<file path="src/rtl/pit_pkg.sv">
package pit_pkg;
  localparam int BYTE_W = 8;
  localparam int CNT_W  = 2 * BYTE_W;
  localparam int CNT_LW = CNT_W + 1;

  typedef enum logic {OP_ONESHOT = 1'b0, OP_SQUARE = 1'b1} op_e;

  typedef struct packed {
    logic [1:0] chan;
    logic [1:0] acc;
    logic [2:0] mode;
    logic       bcd;
  } ctrl_word_t;

  localparam logic [1:0] ACC_LO_ONLY = 2'b01;
  localparam logic [1:0] ACC_LO_HI   = 2'b11;

  function automatic logic mode_supported(input logic [2:0] m);
    return (m == 3'b000) || (m[1:0] == 2'b11);
  endfunction
endpackage

</file>
<file path="src/rtl/pit_ctrl.sv">
module pit_ctrl
  import pit_pkg::*;
#(
  parameter logic [1:0] CHAN_ID = 2'd2
) (
  input  logic              clk,
  input  logic              rst,
  input  logic              ctrl_we,
  input  logic [7:0]        ctrl_byte,
  input  logic              data_we,
  input  logic [BYTE_W-1:0] data_byte,
  output logic              cfg_evt,
  output op_e               cfg_op,
  output op_e               op,
  output logic              load_evt,
  output logic [CNT_LW-1:0] load_val
);
  ctrl_word_t        cw;
  logic              acc_ok;
  logic              armed_q;
  logic              two_q;
  logic              msb_next_q;
  logic [BYTE_W-1:0] lsb_q;
  op_e               op_q;
  logic              wr_ok;
  logic [CNT_W-1:0]  raw;
  logic              unused_bcd;

  assign cw         = ctrl_word_t'(ctrl_byte);
  assign unused_bcd = cw.bcd;
  assign acc_ok     = (cw.acc == ACC_LO_ONLY) || (cw.acc == ACC_LO_HI);
  assign cfg_evt    = ctrl_we && (cw.chan == CHAN_ID) && acc_ok && mode_supported(cw.mode);
  assign cfg_op     = (cw.mode[1:0] == 2'b11) ? OP_SQUARE : OP_ONESHOT;
  assign op         = op_q;

  // control word has priority over a data write in the same cycle
  assign wr_ok    = data_we && !cfg_evt && armed_q;
  assign load_evt = wr_ok && (!two_q || msb_next_q);

  always_comb begin
    if (two_q) raw = {data_byte, lsb_q};
    else       raw = {{BYTE_W{1'b0}}, data_byte};
    if (raw == '0) load_val = {1'b1, {CNT_W{1'b0}}};
    else           load_val = {1'b0, raw};
  end

  always_ff @(posedge clk) begin
    if (rst) begin
      armed_q    <= 1'b0;
      two_q      <= 1'b0;
      msb_next_q <= 1'b0;
      lsb_q      <= '0;
      op_q       <= OP_ONESHOT;
    end else if (cfg_evt) begin
      armed_q    <= 1'b1;
      two_q      <= (cw.acc == ACC_LO_HI);
      msb_next_q <= 1'b0;
      op_q       <= cfg_op;
    end else if (wr_ok && two_q) begin
      if (!msb_next_q) begin
        lsb_q      <= data_byte;
        msb_next_q <= 1'b1;
      end else begin
        msb_next_q <= 1'b0;
      end
    end
  end
endmodule

</file>
<file path="src/rtl/pit_counter.sv">
module pit_counter #(
  parameter int W = 17
) (
  input  logic         clk,
  input  logic         rst,
  input  logic         load,
  input  logic [W-1:0] load_val,
  input  logic         dec,
  output logic         at_one
);
  logic [W-1:0] cnt_q;

  always_ff @(posedge clk) begin
    if (rst)       cnt_q <= '0;
    else if (load) cnt_q <= load_val;
    else if (dec)  cnt_q <= cnt_q - W'(1);
  end

  assign at_one = (cnt_q == W'(1));
endmodule

</file>
<file path="src/rtl/pit_wave.sv">
module pit_wave
  import pit_pkg::*;
#(
  parameter int W = 17
) (
  input  logic         clk,
  input  logic         rst,
  input  logic         cfg_evt,
  input  op_e          cfg_op,
  input  op_e          op,
  input  logic         load_evt,
  input  logic [W-1:0] load_val,
  input  logic         step,
  input  logic         at_one,
  output logic         out,
  output logic         ctr_load,
  output logic [W-1:0] ctr_val,
  output logic         ctr_dec
);
  logic         run_q;
  logic         out_q;
  logic [W-1:0] hi_q;
  logic [W-1:0] lo_q;
  logic [W-1:0] hi_new;
  logic [W-1:0] lo_half;
  logic [W-1:0] lo_new;

  assign hi_new  = (load_val + W'(1)) >> 1;
  assign lo_half = load_val >> 1;
  assign lo_new  = (lo_half == '0) ? W'(1) : lo_half;
  assign out     = out_q;

  always_comb begin
    ctr_load = 1'b0;
    ctr_val  = load_val;
    ctr_dec  = 1'b0;
    if (cfg_evt) begin
      ctr_load = 1'b0;
    end else if (load_evt) begin
      ctr_load = 1'b1;
      ctr_val  = (op == OP_SQUARE) ? hi_new : load_val;
    end else if (run_q && step) begin
      if (at_one && (op == OP_SQUARE)) begin
        ctr_load = 1'b1;
        ctr_val  = out_q ? lo_q : hi_q;
      end else begin
        ctr_dec = 1'b1;
      end
    end
  end

  always_ff @(posedge clk) begin
    if (rst) begin
      run_q <= 1'b0;
      out_q <= 1'b0;
      hi_q  <= '0;
      lo_q  <= '0;
    end else if (cfg_evt) begin
      run_q <= 1'b0;
      out_q <= (cfg_op == OP_SQUARE);
    end else if (load_evt) begin
      run_q <= 1'b1;
      out_q <= (op == OP_SQUARE);
      hi_q  <= hi_new;
      lo_q  <= lo_new;
    end else if (run_q && step && at_one) begin
      if (op == OP_SQUARE) begin
        out_q <= ~out_q;
      end else begin
        out_q <= 1'b1;
        run_q <= 1'b0;
      end
    end
  end
endmodule

</file>
<file path="src/rtl/pit_channel.sv">
module pit_channel
  import pit_pkg::*;
#(
  parameter logic [1:0] CHAN_ID = 2'd2
) (
  input  logic       clk,
  input  logic       rst,
  input  logic       tb_tick,
  input  logic       gate,
  input  logic       ctrl_we,
  input  logic [7:0] ctrl_byte,
  input  logic       data_we,
  input  logic [7:0] data_byte,
  output logic       out_o,
  output logic       stat_o
);
  localparam int LW = CNT_LW;

  logic          cfg_evt;
  op_e           cfg_op;
  op_e           op_q;
  logic          load_evt;
  logic [LW-1:0] load_val;
  logic          step;
  logic          at_one;
  logic          ctr_load;
  logic [LW-1:0] ctr_val;
  logic          ctr_dec;
  logic          wave_out;

  assign step = tb_tick && gate;

  pit_ctrl #(.CHAN_ID(CHAN_ID)) u_ctrl (
    .clk      (clk),
    .rst      (rst),
    .ctrl_we  (ctrl_we),
    .ctrl_byte(ctrl_byte),
    .data_we  (data_we),
    .data_byte(data_byte),
    .cfg_evt  (cfg_evt),
    .cfg_op   (cfg_op),
    .op       (op_q),
    .load_evt (load_evt),
    .load_val (load_val)
  );

  pit_counter #(.W(LW)) u_cnt (
    .clk     (clk),
    .rst     (rst),
    .load    (ctr_load),
    .load_val(ctr_val),
    .dec     (ctr_dec),
    .at_one  (at_one)
  );

  pit_wave #(.W(LW)) u_wave (
    .clk     (clk),
    .rst     (rst),
    .cfg_evt (cfg_evt),
    .cfg_op  (cfg_op),
    .op      (op_q),
    .load_evt(load_evt),
    .load_val(load_val),
    .step    (step),
    .at_one  (at_one),
    .out     (wave_out),
    .ctr_load(ctr_load),
    .ctr_val (ctr_val),
    .ctr_dec (ctr_dec)
  );

  assign out_o  = wave_out;
  assign stat_o = wave_out;
endmodule

</file>
<file path="config.mk">
export PLATFORM = sky130hd
export DESIGN_NAME = pit_channel
export DESIGN_NICKNAME = d
export VERILOG_FILES = /design/src/rtl/pit_pkg.sv /design/src/rtl/pit_ctrl.sv /design/src/rtl/pit_counter.sv /design/src/rtl/pit_wave.sv /design/src/rtl/pit_channel.sv
export SDC_FILE = /design/constraint.sdc
export NUM_CORES = 1
export LEC_CHECK = 0
export BUFFER_PORTS_ARGS = -buffer_cell sky130_fd_sc_hd__buf_2
export CELL_PAD_IN_SITES_DETAIL_PLACEMENT = 0
export CELL_PAD_IN_SITES_GLOBAL_PLACEMENT = 1
export CORE_UTILIZATION = 46
export DETAILED_ROUTE_END_ITERATION = 10
export PLACE_DENSITY = 0.89
export SLEW_MARGIN = 20
export SYNTH_ARGS = -nofsm -noshare
export SYNTH_HDL_FRONTEND = slang
export SYNTH_HIERARCHICAL = 1
export SYNTH_SLANG_ARGS = --single-unit
</file>
<file path="constraint.sdc">
create_clock -name clk -period 4.7 [get_ports clk]
set_input_delay 0.47 -clock clk [delete_from_list [all_inputs] [get_ports clk]]
set_output_delay 0.47 -clock clk [all_outputs]
set_load 0.005 [all_outputs]
</file>
==> impl_results.md, run 1 <==
* Clock latency on the worst-skew pair at 0.34 ns
* Average wire per cell in the routed design at 15.87 um
* Maximum buffer depth of the clock tree at 2
* TritonRoute pass-1 iters at 5
* Min-Delay Endpoint: u_ctrl/two_q
* Total of endpoints with negative setup slack in the final report at 0
* Final Net Count at 501
* Endpoints failing hold at 0
* Synth cell types at 63
* Class of the most critical setup path: reg -> reg
* Initial detailed-routing violation count at 244
* Setup Buffers After CTS at 0
* Total CTS buffers at 9
* Number of max-slew violations in the final report at 0
* Global-route usage over all layers at 22.24%
* Most common cell type on the critical path: buf_4
* Post-Synthesis Cell Area at 0.003960 sq mm
* Number of design rule violations left after detail routing at 0
* RSZ-0062 raised after global routing: false
* # port buffers at 22
* Finished Layout Cells at 585
* Total detailed-routing wirelength at 9282 um
* Total placed instance area at 0.003988 sq mm
* Total number of vias at 3456
* # diodes at 0
* Maximum number of pins on one net before global-route repair at 64
* Post-cts resize count at 0
* Register-to-Register Path Depth at 11
* Level count of the clock H-tree at 3
* Die width at 94.79 um
* Path class of the lowest-slack min-delay path: in -> reg
* Peak clock frequency supported by timing at 295.8 MHz
* Remaining global-route overflow at 0
* Reg-to-reg startpoint: u_cnt/cnt_q[7]
* Number of nets still failing antenna checks after routing at 0
* Total Negative Setup Slacks at 0 ns
* Mean post-synth cell area at 8.337 sq um
* Nature of the critical path endpoint: flip-flop
* Post-route fraction of the period consumed by the critical path at 71.93%
* Measured slew at the worst slew-check pin at 0.7246 ns
* Final Power at 1.148 mW
* Yosys warns at 6
* Sequence of cells on the critical path: or4_1 -> nor4_1 -> buf_4 -> and4_1 -> nor2_1 -> nor2_1 -> buf_4 -> clkinv_1 -> buf_4 -> and4_1 -> nor4_1
* Die span in y at 94.79 um
* Routability cong. at 0.8155
* Cell with the biggest individual delay on the critical path: or4_1
* Worst voltage drop across the vdd grid at 163.8 uV
* Crit Path Max Fanout at 16
* Final Critical Period at 3.381 ns
* Antenna violations before repair at 0
* Hold Path Cell Cnt at 3
* Share of layout cells above drive strength 1 at 17.92%
* Worst hold slack across all endpoints at 0.3881 ns
* WP data required at 4.95 ns
* Clock tree from TritonCTS: yes
* Count of boundary I/O pins at 24
* Buffer cell driving the clock tree root: clkbuf_8
* Wire length of the first global-routing pass at 15490 um
* Cell row count at 33
* Clock input transition at the sequential cells of the worst setup and hold paths at 0.07 ns
* Number of max-cap violations at 0
* Fraction of synthesis flops using an asynchronous set or reset pin at 0%
* Die outline area at 0.008984 sq mm
* Vias in the first global route at 3190
* Startpoint of the lowest-slack hold path: ctrl_byte[5]
* Starting utilization of the core area at 47.95%
* Result of the run: finished, final reports clean
* Reg-to-reg setup timing slack at 1.32 ns
* Synth Flop Type: dfxtp_1
* Skew final at 0.006990 ns
* Post-layout instance area at 0.004200 sq mm
* # clock sinks at 63
* Number of enable-type register cells in the synthesized netlist at 0
* Buffering stage count on the worst path with inverters included at 4
* Number of nets produced by synthesis at 500
* Total power divided by cell area at 273.3 mW/mm^2
* Area growth syn-to-layout at 6.066%
* Cell count after synthesis at 475
* Number of placed cells counting well taps at 570
* Dominant delay contributor by cell family on the critical path: simple AND/OR/NAND/NOR gates
* Share of the yosys chip area belonging to registers at 31.85%
* Worst relative slew slack at 51.58%
* CTS Hold Buffers Added at 0
* WP data arrival at 3.63 ns
* DP HPWL at 6103 um
* CP max stage delay at 0.74 ns
* Critical R2R Capture: u_cnt/cnt_q[13]
* Routed via count divided by cell count at 5.908
* Core ar. at 0.008258 sq mm
* Synth Register Bits at 63
* Number of gates on the worst path with buffers counted at 11
* Leakage at 1.325 nW
* Kind of start point of the critical path: flip-flop
==> how the worst max path moves through the flow <==
stage | from | to | slack (ns)
floorplan | ctrl_byte[6] | u_cnt/cnt_q[9] | 1.22
global placement | u_cnt/cnt_q[7] | u_cnt/cnt_q[13] | 1.29
detailed placement | u_cnt/cnt_q[7] | u_cnt/cnt_q[13] | 1.31
CTS | u_cnt/cnt_q[7] | u_cnt/cnt_q[13] | 1.28
global route | u_cnt/cnt_q[7] | u_cnt/cnt_q[13] | 1.01
finish | u_cnt/cnt_q[7] | u_cnt/cnt_q[13] | 1.32
==> sequential cells by signal, indices dropped and copies added (netlist names) <==
register	count
u_ctrl/lsb_q	8
u_ctrl/two_q	1
u_wave/lo_q	16
u_wave/out	1
u_wave/hi_q	16
u_ctrl/op	1
u_ctrl/msb_next_q	1
u_cnt/cnt_q	17
u_ctrl/armed_q	1
u_wave/run_q	1
==> tightest hold or removal path, cell delays in order <==
cell     delay [ns]
buf_2          0.10
nand3_1        0.05
a21oi_1        0.06
==> kinds of logic after synthesis <==
kind of cell,after synthesis,share of synthesized area (%)
simple gates,202,27.84
buf+inv,49,7.962
fa+ha+maj,3,0.9480
mux,23,6.098
flops,63,31.85
xor+xnor,30,6.635
compound gates,105,18.67
==> layout by cell type (no fill, tap or decap), types with 9 or more instances in the layout <==
cell / count
nand3_1: 18
a211oi_1: 26
a21oi_1: 39
o221ai_1: 11
mux2i_1: 14
xnor2_1: 27
buf_2: 22
nand2_1: 65
nor2_1: 41
nor4_1: 10
dfxtp_1: 62
clkbuf_8: 10
nor3_1: 14
mux2_2: 9
and2_1: 10
==> cell usage after synthesis, types with 4 or more instances <==
cell      number  share of area, %
nor3_1        14               1.8
o221ai_1      11               2.4
inv_1          7              0.66
o21ai_1        4              0.51
nand3_1       18               2.3
mux2i_1       14               3.5
dfxtp_1       63                32
nor4_1        10               1.6
xnor2_1       27               6.0
nor2_1        41               3.9
a211oi_2       7               2.2
clkbuf_8       6               2.1
nand2_1       65               6.2
nand4_1        4              0.63
a211oi_1      26               4.9
and2_1        10               1.6
clkbuf_1      15               1.4
buf_2          9               1.1
mux2_2         9               2.6
a21oi_1       39               4.9
nor4_2         7               2.2
==> through the flow <==
stage | util [%] | worst slack, ns
3_3_place_gp | 48.29 | 1.287
2_1_floorplan | - | 1.221
5_1_grt | 50.86 | 1.006
6_report | 50.86 | 1.319
3_5_place_dp | 48.29 | 1.306
4_1_cts | 50.85 | 1.283
==> layer usage <==
layer | share of wire [%] | GRT usage [%] | vias to the layer above | wire length [um]
li1 | - | - | 1716 | -
met1 | 47 | 29.13 | 1640 | 4343
met4 | 1.6 | 9.470 | 0 | 148
met2 | 47 | 35.61 | 86 | 4375
met5 | 0 | 0 | - | 0
met3 | 4.5 | 4.106 | 14 | 414
==> final cells by class <==
cell class	instances	area [sq um]
multi-input combinational	363	2392
sequential	63	1262
inverter	10	40.04
timing repair buffer	29	162.7
fill	810	4058
tap	105	131.4
clock buffer	11	141.4
clock inverter	4	70.07
==> where the power goes <==
part | switching (mW) | internal (mW) | total, mW | leakage, nW
Combinational | 0.0521 | 0.0312 | 0.0833 | 0.708
Clock | 0.213 | 0.309 | 0.521 | 0.109
Sequential | 0.00506 | 0.538 | 0.543 | 0.508
Total | 0.270 | 0.878 | 1.15 | 1.32
(Power assumes the default switching activity.)
==> inputs of run 2 (changes only) <==
--- a/config.mk
+++ b/config.mk
@@ -8,9 +8,9 @@
 export BUFFER_PORTS_ARGS = -buffer_cell sky130_fd_sc_hd__buf_2
 export CELL_PAD_IN_SITES_DETAIL_PLACEMENT = 0
 export CELL_PAD_IN_SITES_GLOBAL_PLACEMENT = 1
-export CORE_UTILIZATION = 46
+export CORE_UTILIZATION = 42
 export DETAILED_ROUTE_END_ITERATION = 10
-export PLACE_DENSITY = 0.89
+export PLACE_DENSITY = 0.86
 export SLEW_MARGIN = 20
 export SYNTH_ARGS = -nofsm -noshare
 export SYNTH_HDL_FRONTEND = slang
==> constraint.sdc (replaced) <==
create_clock -name clk -period 3.08 [get_ports clk]
set_input_delay 0.308 -clock clk [delete_from_list [all_inputs] [get_ports clk]]
set_output_delay 0.308 -clock clk [all_outputs]
set_load 0.005 [all_outputs]
==> run 2 against run 1 <==
- clock skew grew 0.0041 ns
- clock power up 40%
- fmax is 22% higher
- worst hold slack got worse by 0.17 ns
- critical endpoint is now u_cnt/cnt_q[9]
==> impl_results.md, run 2 (synthesis gave the netlist of run 1 again) <==
* Result of the run: finished, final reports clean
* Wire length of the first global-routing pass at 16000 um
* Die width at 99.10 um
* RSZ-0062 raised after global routing: false
* Total of endpoints with negative setup slack in the final report at 0
* # clock sinks at 63
* Leading cell type in the layout, fill and taps excluded: nand2_1
* Endpoints failing hold at 0
* Count of boundary I/O pins at 24
* Setup ws final at 0.3056 ns
* Maximum buffer depth of the clock tree at 2
* Remaining global-route overflow at 0
* Leakage at 1.373 nW
* Nature of the critical path endpoint: flip-flop
* Routability cong. at 0.8519
* Total Negative Setup Slacks at 0 ns
* Total detailed-routing wirelength at 9342 um
* Total number of vias at 3439
* Average wire per cell in the routed design at 15.52 um
* Total power divided by cell area at 393.4 mW/mm^2
* Share of layout cells above drive strength 1 at 20.16%
* Number of design rule violations left after detail routing at 0
* Die span in y at 99.10 um
* WP data arrival at 3.03 ns
* WP data required at 3.34 ns
* # port buffers at 22
* Core ar. at 0.009196 sq mm
* Hold Path Cell Cnt at 3
* Maximum number of pins on one net before global-route repair at 50
* Die outline area at 0.009821 sq mm
* Measured slew at the worst slew-check pin at 0.6400 ns
* CTS Hold Buffers Added at 0
* Total CTS buffers at 9
* Clock latency on the worst-skew pair at 0.34 ns
* Worst relative slew slack at 57.10%
* Cell row count at 35
* Beginning of the critical path: u_cnt/cnt_q[1]
* # diodes at 0
* Largest registers: u_cnt/cnt_q (17), u_wave/hi_q (16), u_wave/lo_q (16)
* Post-route fraction of the period consumed by the critical path at 90.08%
* Buffer cell driving the clock tree root: clkbuf_8
* Area growth syn-to-layout at 8.594%
* Startpoint of the lowest-slack hold path: ctrl_byte[5]
* DP HPWL at 6790 um
* TritonRoute pass-1 iters at 4
* Worst hold slack across all endpoints at 0.2220 ns
* Crit Path Max Fanout at 5
* Number of max-slew violations in the final report at 0
* Starting utilization of the core area at 43.06%
* Initial detailed-routing violation count at 166
* Routed via count divided by cell count at 5.713
* Peak clock frequency supported by timing at 360.4 MHz
* Commonest cells after routing, fill and taps aside: 65 x nand2_1, 63 x dfxtp_1, 41 x nor2_1
* Kind of start point of the critical path: flip-flop
* Path class of the lowest-slack min-delay path: in -> reg
* Class of the most critical setup path: reg -> reg
* Register-to-Register Path Depth at 10
* Clock tree from TritonCTS: yes
* Clock input transition at the sequential cells of the worst setup and hold paths at 0.07 ns
* Reg-to-reg startpoint: u_cnt/cnt_q[1]
* Number of nets still failing antenna checks after routing at 0
* Antenna violations before repair at 0
* Final Critical Period at 2.774 ns
* Worst voltage drop across the vdd grid at 297.6 uV
* Register containing the most flip-flops in the final layout: u_cnt/cnt_q
* Worst Setup Slack post-DPL at 0.08886 ns
* Final Net Count at 512
* Global-route usage over all layers at 20.36%
* Level count of the clock H-tree at 3
* Number of max-cap violations at 0
* Vias in the first global route at 3312
* Skew final at 0.01109 ns
* Number of flip-flops under the largest register name at 17
==> run 2: changes by cell type in the layout (fill, tap and decap cells not counted) <==
cell / delta
buf_4: +11
a2111oi_1: -1
a2111oi_2: +1
bufinv_16: -1
clkbuf_8: +1
clkinv_2: -1
clkinvlp_4: +1
dfxtp_1: +1
dfxtp_2: -1
nor4_1: -1
nor4_4: +1
or3_1: -1
or3_4: +1
==> run 2: final cells by class <==
cell class | count | area, sq um
clock buffers | 12 | 155.1
inverters | 10 | 40.04
repair buffers | 40 | 245.2
multi-input cells | 363 | 2417
clock inverters | 3 | 42.54
flip-flops and latches | 63 | 1261
fillers | 906 | 4896
well taps | 111 | 138.9
==> run 2: stage by stage <==
stage	utilization [%]	power [mW]	instance area (sq um)	instances
detailed placement	44.46	0.9777	4089	587
CTS	46.61	1.706	4287	602
global route	46.76	1.757	4300	602
global placement	44.46	0.9752	4089	587
floorplan	-	0.9430	3973	475
finish	46.76	1.692	4300	602
==> run 2: path summary, 6_finish.rpt <==
kind	endpoint	slack (ns)
worst max-delay path	u_cnt/cnt_q[9]	0.31
worst min-delay path	u_ctrl/two_q	0.22
worst max register to register	u_cnt/cnt_q[9]	0.31
worst min register to register	u_wave/lo_q[4]	0.46
==> run 2: critical path, cell delays in order (launching register included) <==
cell,delay (ns)
dfxtp_1,0.36
inv_1,0.07
ha_1,0.18
or4b_2,0.23
nor4_4,0.05
buf_4,0.16
a2111oi_2,0.39
or4b_1,0.60
nor4_1,0.31
xnor2_1,0.13
a211oi_1,0.22
==> run 2: report_power, final <==
| group | internal (mW) | switching, mW | total, mW |
|---|---|---|---|
| Combinational | 0.0506 | 0.0838 | 0.134 |
| Sequential | 0.821 | 0.00575 | 0.827 |
| Clock | 0.413 | 0.318 | 0.731 |
| Total | 1.28 | 0.408 | 1.69 |
==> run 2: metal layers <==
metal	wire length [um]	track usage, %
met3	285	3.795
met1	4423	26.23
met5	0	0
met4	173	8.032
met2	4459	33.84
==> run 2: timing repair <==
item                                    4_1_cts  5_1_grt
endpoints found under the setup margin        0        8
resized for setup                             0        2
buffers inserted                              0        0
endpoints found under the hold margin         0        0
==> inputs of run 3 (changes only) <==
--- a/config.mk
+++ b/config.mk
@@ -8,9 +8,9 @@
 export BUFFER_PORTS_ARGS = -buffer_cell sky130_fd_sc_hd__buf_2
 export CELL_PAD_IN_SITES_DETAIL_PLACEMENT = 0
 export CELL_PAD_IN_SITES_GLOBAL_PLACEMENT = 1
-export CORE_UTILIZATION = 42
+export CORE_UTILIZATION = 46
 export DETAILED_ROUTE_END_ITERATION = 10
-export PLACE_DENSITY = 0.86
+export PLACE_DENSITY = 0.89
 export SLEW_MARGIN = 20
 export SYNTH_ARGS = -nofsm -noshare
 export SYNTH_HDL_FRONTEND = slang
==> constraint.sdc (replaced) <==
create_clock -name clk -period 3.1 [get_ports clk]
set_input_delay 0.31 -clock clk [delete_from_list [all_inputs] [get_ports clk]]
set_output_delay 0.31 -clock clk [all_outputs]
set_load 0.005 [all_outputs]
==> run 3 against run 2 <==
- routed wire length increased by 3.6%
- via count increased by 2.2%
- die area decreased by 8.5%
- clock power about the same
- critical path depth is the same
- sequential share of layout area rose by 0.086 points
==> impl_results.md, run 3 (synthesis gave the netlist of run 1 again) <==
* Number of max-cap violations at 0
* Largest registers: u_cnt/cnt_q (17), u_wave/hi_q (16), u_wave/lo_q (16)
* Remaining global-route overflow at 0
* RSZ-0062 raised after global routing: false
* Share of power burned in combinational logic at 7.9%
* Maximum buffer depth of the clock tree at 2
* Sequence of cells on the critical path: ha_1 -> or4b_2 -> nor4_1 -> buf_4 -> nand4_1 -> or3_1 -> buf_4 -> o221ai_1 -> nor2_1 -> a211oi_2
* Antenna violations before repair at 0
* Clock tree from TritonCTS: yes
* Fraction of power consumed by the clock network at 43.4%
* Maximum number of pins on one net before global-route repair at 50
* Number of filler instances in the final layout at 817
* TritonRoute pass-1 iters at 5
* # port buffers at 22
* Core ar. at 0.008258 sq mm
* Setup Buffers After CTS at 0
* Number of gates on the worst path with buffers counted at 10
* Number of max-slew violations in the final report at 0
* Die outline area at 0.008984 sq mm
* Final Power at 1.687 mW
* CP max stage delay at 0.58 ns
* Routed via count divided by cell count at 5.876
* Commonest cells after routing, fill and taps aside: 65 x nand2_1, 63 x dfxtp_1, 41 x nor2_1
* Number of design rule violations left after detail routing at 0
* Cell with the biggest individual delay on the critical path: or4b_2
* Initial detailed-routing violation count at 229
* Register containing the most flip-flops in the final layout: u_cnt/cnt_q
* Clock latency on the worst-skew pair at 0.34 ns
* Endpoints failing hold at 0
* Die span in y at 94.79 um
* WP data arrival at 3.15 ns
* Post-route fraction of the period consumed by the critical path at 93.04%
* Number of placed cells counting well taps at 583
* Net Sw Frac at 24.38%
* # diodes at 0
* Sequential fraction of design power at 48.7%
* Total Negative Setup Slacks at 0 ns
* Finished Layout Cells at 598
* Buffering stage count on the worst path with inverters included at 2
* Most common cell type on the critical path: buf_4
* Global-route usage over all layers at 22.74%
* # clock sinks at 63
* Starting utilization of the core area at 47.95%
* Clock input transition at the sequential cells of the worst setup and hold paths at 0.07 ns
* Result of the run: finished, final reports clean
* Class of the most critical setup path: reg -> reg
* Wire length of the first global-routing pass at 15930 um
* Average wire per cell in the routed design at 16.18 um
* Skew final at 0.004493 ns
* Post-route core utilization at 51.92%
* Number of flip-flops under the largest register name at 17
* Share of layout cells above drive strength 1 at 20.08%
* Kind of start point of the critical path: flip-flop
* Number of nets still failing antenna checks after routing at 0
* Nature of the critical path endpoint: flip-flop
* Int Pwr at 1.276 mW
* Vias in the first global route at 3221
* Buffer cell driving the clock tree root: clkbuf_8
* Level count of the clock H-tree at 3
* Final Net Count at 514
* Total power divided by cell area at 393.5 mW/mm^2
* Setup ws final at 0.2158 ns
* Leading cell type in the layout, fill and taps excluded: nand2_1
* Die width at 94.79 um
* Leakage at 1.377 nW
* Count of boundary I/O pins at 24
* Register-to-Register Path Depth at 10
* Total of endpoints with negative setup slack in the final report at 0
* Measured slew at the worst slew-check pin at 0.7491 ns
* Net switching power of the design at 0.4114 mW
* Worst relative slew slack at 49.94%
* Cell row count at 33
* Final Critical Period at 2.884 ns
* Dominant delay contributor by cell family on the critical path: simple AND/OR/NAND/NOR gates
* Path class of the lowest-slack min-delay path: in -> reg
* Total detailed-routing wirelength at 9678 um
* Worst Setup Slack post-DPL at 0.1670 ns
* Hold Path Cell Cnt at 3
* Crit Path Max Fanout at 13
* Total number of vias at 3514
* DP HPWL at 6657 um
* Routability cong. at 0.8335
* Total CTS buffers at 9
* Peak clock frequency supported by timing at 346.7 MHz
* Area growth syn-to-layout at 8.278%
* WP data required at 3.36 ns
* Worst voltage drop across the vdd grid at 328.2 uV
[run 3: power by group through the flow]
| stage | clock (mW) | combinational [mW] | sequential, mW |
|---|---|---|---|
| 6_report | 0.732 | 0.134 | 0.822 |
| 5_1_grt | 0.781 | 0.146 | 0.822 |
| 4_1_cts | 0.742 | 0.132 | 0.821 |
| 3_5_place_dp | 0 | 0.131 | 0.840 |
| 3_3_place_gp | 0 | 0.130 | 0.839 |
| 2_1_floorplan | 0 | 0.0981 | 0.838 |
[run 3: worst paths after layout]
path	end	startpoint	slack, ns
min reg2reg	u_wave/lo_q[9]	u_wave/lo_q[9]	0.46
min	u_ctrl/two_q	ctrl_byte[5]	0.23
max reg2reg	u_cnt/cnt_q[15]	u_cnt/cnt_q[0]	0.22
max	u_cnt/cnt_q[15]	u_cnt/cnt_q[0]	0.22
[run 3: area by class of cell]
| cell class | count | area (sq um) | share of cell area (%) |
|---|---|---|---|
| Tap cell | 105 | 131.4 | 3.064 |
| Clock buffer | 12 | 155.1 | 3.618 |
| Clock inverter | 3 | 42.54 | 0.9921 |
| Inverter | 10 | 40.04 | 0.9338 |
| Sequential cell | 63 | 1261 | 29.41 |
| Timing Repair Buffer | 42 | 260.3 | 6.069 |
| Multi-Input combinational cell | 363 | 2397 | 55.91 |
[run 3: routing by layer]
layer,vias up,routed length (um),track usage [%],share of wire (%)
met2,72,4612,37.83,48
met1,1683,4594,30.00,47
met5,-,0,0,0
met3,10,373,3.060,3.9
li1,1749,-,-,-
met4,0,97,7.955,1.0
[run 3: stage by stage]
step | hold slack [ns] | instance area [sq um]
floorplan | 0.3830 | 3961
global placement | 0.4425 | 4085
detailed placement | 0.4478 | 4085
CTS | 0.2169 | 4283
global route | 0.2387 | 4288
finish | 0.2260 | 4288
[run 3: worst min-delay path, cell delays in order]
cell and delay, ns:
buf_2 0.09, nand3_1 0.05, a21oi_1 0.06
[run 3: timing repair]
action,4_1_cts,5_1_grt
resized for setup,0,1
hold buffers,0,0
endpoints found under the setup margin,0,1
